`config.mk`:
```
export PLATFORM = sky130hd
export DESIGN_NAME = dual_tmr_pwm
export DESIGN_NICKNAME = d
export VERILOG_FILES = /design/src/rtl/pwm2t_pkg.sv /design/src/rtl/pwm2t_timer.sv /design/src/rtl/pwm2t_csr.sv /design/src/rtl/pwm2t_wave.sv /design/src/rtl/dual_tmr_pwm.sv
export SDC_FILE = /design/constraint.sdc
export NUM_CORES = 1
export LEC_CHECK = 0
export BUFFER_PORTS_ARGS = -buffer_cell sky130_fd_sc_hd__buf_2
export CORE_MARGIN = 4
export CORE_UTILIZATION = 32
export DETAILED_ROUTE_END_ITERATION = 10
export HOLD_SLACK_MARGIN = 0.1
export PLACE_DENSITY = 0.57
export SYNTH_ARGS = -nofsm -noshare
export SYNTH_HDL_FRONTEND = slang
export SYNTH_SLANG_ARGS = --single-unit
```
`constraint.sdc`:
```
create_clock -name clk_i -period 3.2 [get_ports clk_i]
set_clock_uncertainty 0.15 [all_clocks]
set_input_delay 0.16 -clock clk_i [delete_from_list [all_inputs] [get_ports clk_i]]
set_output_delay 0.16 -clock clk_i [all_outputs]
set_load 0.01 [all_outputs]
```
`src/rtl/pwm2t_pkg.sv`:
```
package pwm2t_pkg;
  localparam int DATA_W = 32;
  localparam int ADDR_W = 5;
  localparam int CTL_W  = 12;
  // control bit positions, decoded by software
  localparam int B_MODE = 0;
  localparam int B_DOWN = 1;
  localparam int B_GEN  = 2;
  localparam int B_CAPT = 3;
  localparam int B_ARLD = 4;
  localparam int B_LOAD = 5;
  localparam int B_IEN  = 6;
  localparam int B_RUN  = 7;
  localparam int B_FLAG = 8;
  localparam int B_PWM  = 9;
  localparam int B_ALL  = 10;
  localparam int B_CASC = 11;

  typedef enum logic [1:0] {
    REG_CTL  = 2'd0,
    REG_LOAD = 2'd1,
    REG_CNT  = 2'd2,
    REG_NONE = 2'd3
  } reg_sel_e;
endpackage

```
`src/rtl/pwm2t_timer.sv`:
```
module pwm2t_timer #(
  parameter int CNT_W = 32
) (
  input  logic             clk_i,
  input  logic             rst_ni,
  input  logic             en_i,
  input  logic             load_i,
  input  logic             sync_i,
  input  logic             arld_i,
  input  logic [CNT_W-1:0] load_val_i,
  output logic [CNT_W-1:0] cnt_o,
  output logic             expire_o
);
  logic [CNT_W-1:0] cnt_q;
  logic pend_q, done_q, live;

  assign live     = en_i & ~done_q & ~load_i & ~sync_i;
  assign expire_o = live & pend_q;
  assign cnt_o    = cnt_q;

  // zero is held one extra cycle (pend) so a period spans load + 2
  always_ff @(posedge clk_i or negedge rst_ni) begin
    if (!rst_ni) begin
      cnt_q  <= '0;
      pend_q <= 1'b0;
      done_q <= 1'b0;
    end else if (load_i || sync_i) begin
      cnt_q  <= load_val_i;
      pend_q <= 1'b0;
      done_q <= 1'b0;
    end else if (live) begin
      if (pend_q) begin
        pend_q <= 1'b0;
        if (arld_i) cnt_q <= load_val_i;
        else        done_q <= 1'b1;
      end else if (cnt_q == '0) begin
        pend_q <= 1'b1;
      end else begin
        cnt_q <= cnt_q - 1'b1;
      end
    end
  end

  p_load_copy_r2: assert property (@(posedge clk_i) disable iff (!rst_ni)
    load_i |=> (cnt_o == $past(load_val_i)))
    else $error("load bit did not copy load value");

  p_stop_hold_r8: assert property (@(posedge clk_i) disable iff (!rst_ni)
    (!en_i && !load_i && !sync_i) |=> $stable(cnt_o))
    else $error("stopped counter moved");
endmodule

```
`src/rtl/pwm2t_csr.sv`:
```
module pwm2t_csr
  import pwm2t_pkg::*;
#(
  parameter int CNT_W = 32
) (
  input  logic                        clk_i,
  input  logic                        rst_ni,
  input  logic [ADDR_W-1:0]           addr_i,
  input  logic [DATA_W-1:0]           wdata_i,
  input  logic                        we_i,
  input  logic [1:0][CNT_W-1:0]       cnt_i,
  input  logic [1:0]                  expire_i,
  output logic [1:0][CTL_W-1:0]       ctl_o,
  output logic [1:0][CNT_W-1:0]       load_o,
  output logic [DATA_W-1:0]           rdata_o
);
  reg_sel_e sel;
  logic     aligned, wr, all_req;

  assign sel     = reg_sel_e'(addr_i[3:2]);
  assign aligned = (addr_i[1:0] == 2'b00);
  assign wr      = we_i & aligned;
  assign all_req = wr & (sel == REG_CTL) & wdata_i[B_ALL];

  for (genvar t = 0; t < 2; t++) begin : g_tmr
    logic [CTL_W-1:0] ctl_q;
    logic [CNT_W-1:0] ld_q;
    logic             hit;

    assign hit = wr & (addr_i[4] == 1'(t));

    always_ff @(posedge clk_i or negedge rst_ni) begin
      if (!rst_ni) begin
        ctl_q <= '0;
        ld_q  <= '0;
      end else begin
        if (hit && sel == REG_CTL) begin
          ctl_q         <= wdata_i[CTL_W-1:0];
          ctl_q[B_RUN]  <= wdata_i[B_RUN] | wdata_i[B_ALL];
          ctl_q[B_FLAG] <= ctl_q[B_FLAG] & ~wdata_i[B_FLAG];
        end else if (all_req) begin
          ctl_q[B_RUN]  <= 1'b1;
        end
        // set wins over a same-cycle clear
        if (expire_i[t] && ctl_q[B_GEN]) ctl_q[B_FLAG] <= 1'b1;
        if (hit && sel == REG_LOAD) ld_q <= wdata_i[CNT_W-1:0];
      end
    end

    assign ctl_o[t]  = ctl_q;
    assign load_o[t] = ld_q;
  end

  always_comb begin
    rdata_o = '0;
    if (aligned) begin
      case (sel)
        REG_CTL:  rdata_o = DATA_W'(ctl_o[addr_i[4]]);
        REG_LOAD: rdata_o = DATA_W'(load_o[addr_i[4]]);
        REG_CNT:  rdata_o = DATA_W'(cnt_i[addr_i[4]]);
        default:  rdata_o = '0;
      endcase
    end
  end

  p_enall_both_r3: assert property (@(posedge clk_i) disable iff (!rst_ni)
    all_req |=> (ctl_o[0][B_RUN] && ctl_o[1][B_RUN]))
    else $error("enable-all did not start both timers");

  p_flag_set_r9: assert property (@(posedge clk_i) disable iff (!rst_ni)
    (expire_i[0] && ctl_o[0][B_GEN]) |=> ctl_o[0][B_FLAG])
    else $error("expiry flag not raised");
endmodule

```
`src/rtl/pwm2t_wave.sv`:
```
module pwm2t_wave (
  input  logic       clk_i,
  input  logic       rst_ni,
  input  logic [1:0] run_i,
  input  logic       pwm_mode_i,
  input  logic       exp0_i,
  input  logic       exp1_i,
  output logic       pwm_o
);
  logic both, both_q, start, hi_q;

  assign both  = &run_i;
  assign start = both & ~both_q;

  always_ff @(posedge clk_i or negedge rst_ni) begin
    if (!rst_ni) begin
      both_q <= 1'b0;
      hi_q   <= 1'b0;
    end else begin
      both_q <= both;
      if (start || exp0_i) hi_q <= 1'b1;  // period boundary beats high-time end
      else if (exp1_i)     hi_q <= 1'b0;
    end
  end

  always_comb begin
    pwm_o = 1'b0;
    if (pwm_mode_i) begin
      case (run_i)
        2'b11:   pwm_o = hi_q | start;
        2'b01:   pwm_o = 1'b1;
        default: pwm_o = 1'b0;
      endcase
    end
  end

  p_rise_at_boundary_r5: assert property (@(posedge clk_i) disable iff (!rst_ni)
    (both && pwm_mode_i && exp0_i) |=> (!(&run_i) || !pwm_mode_i || pwm_o))
    else $error("output not high after period boundary");

  p_fall_at_expiry_r5: assert property (@(posedge clk_i) disable iff (!rst_ni)
    (both && pwm_mode_i && exp1_i && !exp0_i) |=> (!(&run_i) || !pwm_mode_i || !pwm_o))
    else $error("output not low after high time");
endmodule

```
`src/rtl/dual_tmr_pwm.sv`:
```
module dual_tmr_pwm
  import pwm2t_pkg::*;
#(
  parameter int CNT_W = 32
) (
  input  logic              clk_i,
  input  logic              rst_ni,
  input  logic [4:0]        addr_i,
  input  logic [31:0]       wdata_i,
  input  logic              we_i,
  output logic [31:0]       rdata_o,
  output logic              pwm_o
);
  logic [1:0][CTL_W-1:0] ctl;
  logic [1:0][CNT_W-1:0] load, cnt;
  logic [1:0]            expire, sync, arld, run;
  logic                  pwm_mode, ctl_unused;

  assign pwm_mode = ctl[0][B_DOWN] & ctl[0][B_GEN] & ctl[0][B_ARLD] & ctl[0][B_PWM]
                  & ctl[1][B_DOWN] & ctl[1][B_GEN] & ctl[1][B_ARLD] & ctl[1][B_PWM];
  assign ctl_unused = ^{ctl[0], ctl[1]};

  // timer 1 waits at zero until timer 0 opens the next period
  assign sync[0] = 1'b0;
  assign sync[1] = expire[0] & pwm_mode & ctl[1][B_RUN];
  assign arld[0] = ctl[0][B_ARLD];
  assign arld[1] = ctl[1][B_ARLD] & ~pwm_mode;

  pwm2t_csr #(.CNT_W(CNT_W)) u_csr (
    .clk_i, .rst_ni, .addr_i, .wdata_i, .we_i,
    .cnt_i(cnt), .expire_i(expire), .ctl_o(ctl), .load_o(load), .rdata_o
  );

  for (genvar t = 0; t < 2; t++) begin : g_tmr
    assign run[t] = ctl[t][B_RUN];
    pwm2t_timer #(.CNT_W(CNT_W)) u_tmr (
      .clk_i, .rst_ni,
      .en_i(ctl[t][B_RUN]), .load_i(ctl[t][B_LOAD]), .sync_i(sync[t]),
      .arld_i(arld[t]), .load_val_i(load[t]),
      .cnt_o(cnt[t]), .expire_o(expire[t])
    );
  end

  pwm2t_wave u_wave (
    .clk_i, .rst_ni, .run_i(run), .pwm_mode_i(pwm_mode),
    .exp0_i(expire[0]), .exp1_i(expire[1]), .pwm_o
  );
endmodule

```
==> flow_summary.ini <==
[run_status]
status = finished, final reports clean

[clocking]
cts_root_buffer = clkbuf_16
clock-sinks = 158
clk_pin_slew_ns = 0.06
cts_buffers = 17
tritoncts = yes
cts_setup_buffers = 0
insertion_delay_ns = 0.43
clk_path_buf_depth = 2
cts.htree.levels = 4

[setup_path]
critPathMaxStageDelay_ns = 0.58
startpoint = g_tmr[0].u_tmr.cnt_o[0]$_DFFE_PN0P_
critPathArrivalTime_ns = 3.11
r2r_cells = 7
endpoint = g_tmr[0].u_tmr.cnt_o[22]$_DFFE_PN0P_
reg2reg_to = g_tmr[0].u_tmr.cnt_o[22]$_DFFE_PN0P_
worstSetupPathType = reg -> reg
worstSetupStartpointType = register
cpMaxStageDelayCell = or3_1
cp_data_required_time_ns = 3.30
rrSetupSlack_ns = 0.19
regToRegStartpoint = g_tmr[0].u_tmr.cnt_o[0]$_DFFE_PN0P_
cp_max_fo = 12
path_cells = inv_1, ha_1, or3b_1, or3_1, nor4_1, o2bb2ai_1, a21oi_1
endpoint_kind = register

[finish]
diodes = 0
drive_above_1_share = 0.240
layout-area-overhead-vs-synth_pct = 19.6
num-nets-final = 1078

[power]
power_leakage_uw = 0.00477
peakVddDrop_mv = 0.310
power.total_uw = 8110
p_clk_frac = 0.246
pwr-share-comb = 0.319
p_seq_frac = 0.435
powerDensity_nw_per_um2 = 726
internal-power_uw = 4950
switchingPower_uw = 3170
p_sw_frac = 0.390

[synth]
synth_warnings = 0
avgSynthCellArea_um2 = 9.85
synthFlopType = dfrtp_1
synth_edf_count = 0
syn_area_um2 = 9340
synthMostInstantiatedCell = dfrtp_1
synth_cell_types = 61
syn-num-nets = 992
synth_cells = 948
ys_async_sr_fraction = 1.00
synth.area.top_cells = dfrtp_1, mux2_2, mux2i_1, o2bb2ai_1, a21oi_1
yosys.area.top_type = dfrtp_1
synth-seq-cells = 158
synth_top_area_frac = 0.423
yosysSeqAreaShare = 0.423
netlist_top_cells_count = dfrtp_1, mux2_2, nor2_1, clkbuf_1, mux2i_1

[sta]
hold_viol = 0
setup_viol = 0
tns_ns = 0
finalCritPeriodShare = 0.941
max_slew_margin = 0.206
period_minus_slack_ns = 3.01
tightest_slew_ns = 1.19
report.final.slew_viol_count = 0
rsz0062_at_grt = false
max_freq_mhz = 332

[hold_path]
worst_hold_path_type = in -> async

[global_routing]
grt_max_degree = 82
grt_overflow = 0
antenna_found_initial = 0
track_usage = 0.200
first_global_vias = 8134
grt_pass1_wl_um = 49300

[route]
wire_per_inst_um = 22.2
drc = 0
postRouteAntennaNets = 0
first_iter_violations = 684
via_per_inst = 5.90
firstDrtPassIters = 5
num_vias = 8428
drt-total-wl_um = 31700

[die]
rows = 62
core_um2 = 28800
initial_core_util = 0.324
num_io_pins = 73
die_w_um = 179
die_y_um = 179
die-area_um2 = 32000

[placement]
place_hpwl_um = 22500
numPortBuffers = 72
gp_congestion = 0.901

[job]
max-cap-violations = 0
[how the worst min path moves through the flow]
stage	startpoint	end	cells past startpoint
floorplan	rst_ni	g_tmr[0].u_tmr.cnt_o[0]$_DFFE_PN0P_	0
global placement	rst_ni	u_csr.g_tmr[0].ctl_q[10]$_DFFE_PN0P_	1
detailed placement	rst_ni	u_csr.g_tmr[1].ctl_q[6]$_DFFE_PN0P_	1
CTS	we_i	u_csr.g_tmr[1].ctl_q[7]$_DFFE_PN0P_	4
global route	rst_ni	u_csr.g_tmr[1].ctl_q[6]$_DFFE_PN0P_	3
finish	rst_ni	u_csr.g_tmr[0].ctl_q[7]$_DFFE_PN0P_	3
[sequential cells by signal (all words and copies together), names as in the netlist]
register,count
u_csr.g_tmr.ld_q,64
u_wave.both_q,1
u_csr.g_tmr.ctl_q,24
u_wave.hi_q,1
g_tmr.u_tmr.done_q,2
g_tmr.u_tmr.pend_q,2
g_tmr.u_tmr.cnt_o,64
[worst max-delay path: cells and delay by family (launching register included)]
kind	cells	cell delay, ns
and+or+nand+nor	3	1.62
DFF	1	0.39
AOI/OAI and AO/OA	2	0.28
buffers and inverters	1	0.16
adders and majority gates	1	0.24
[cell type report]
type	instances	area (µm²)
clock buffer	18	439
clock inverter	11	120
fill	2856	17600
inverter	11	41.3
multi-input combinational	694	5020
sequential	158	3950
tap	384	480
timing repair buffer	152	1110
[cells by family (layout without fill, tap and decap cells)]
group | Yosys count | after routing | share of synthesized area
AOI/OAI and AO/OA | 274 | 274 | 0.211
adders and majority gates | 4 | 4 | 0.00536
and+or+nand+nor | 270 | 270 | 0.151
muxes | 146 | 146 | 0.168
buffers and inverters | 96 | 192 | 0.0415
DFF | 158 | 158 | 0.423
[power groups by stage]
| stage | clock (µW) | combinational [µW] | sequential (µW) |
|---|---|---|---|
| after floorplan | 0 | 1950 | 3100 |
| after global placement | 0 | 2510 | 3530 |
| after detailed placement | 0 | 2520 | 3530 |
| after CTS | 2030 | 2570 | 3500 |
| after global routing | 2110 | 2860 | 3610 |
| final | 2000 | 2590 | 3530 |
[layer usage]
metal | GRT usage | routed length (µm) | vias up
met5 | 0 | 0 | -
met3 | 0.0312 | 1750 | 45
li1 | - | - | 3820
met2 | 0.322 | 15300 | 304
met4 | 0.0579 | 779 | 0
met1 | 0.277 | 13900 | 4259
[through the flow]
stage                util  setup WS, ns  instance area (µm²)  hold WS [ns]  instances
finish              0.388         0.187                11200         0.119       1428
global route        0.388         0.107                11200         0.141       1428
detailed placement  0.356         0.308                10300       -0.0415       1365
global placement    0.356         0.309                10300       -0.0435       1365
CTS                 0.388         0.286                11200         0.102       1428
floorplan               -         0.581                 9340        -0.286        948
[what timing repair did]
action	in CTS	in global routing
gates resized for setup	0	0
endpoints found under the hold margin	246	0
hold buffers	34	0
[placed cells by master, fill, tap and decap left out, types with 22 or more instances in the layout]
cell type,n
buf_4,43
mux2_2,82
a31oi_1,22
o21ai_0,29
mux2i_1,63
o2bb2ai_1,39
nor4_1,28
dlygate4sd3_1,33
a21oi_1,52
nand3_1,37
nor2_1,65
dfrtp_1,158
buf_2,70
nand2_1,37
No activity file was read; power rests on OpenSTA's default activity.
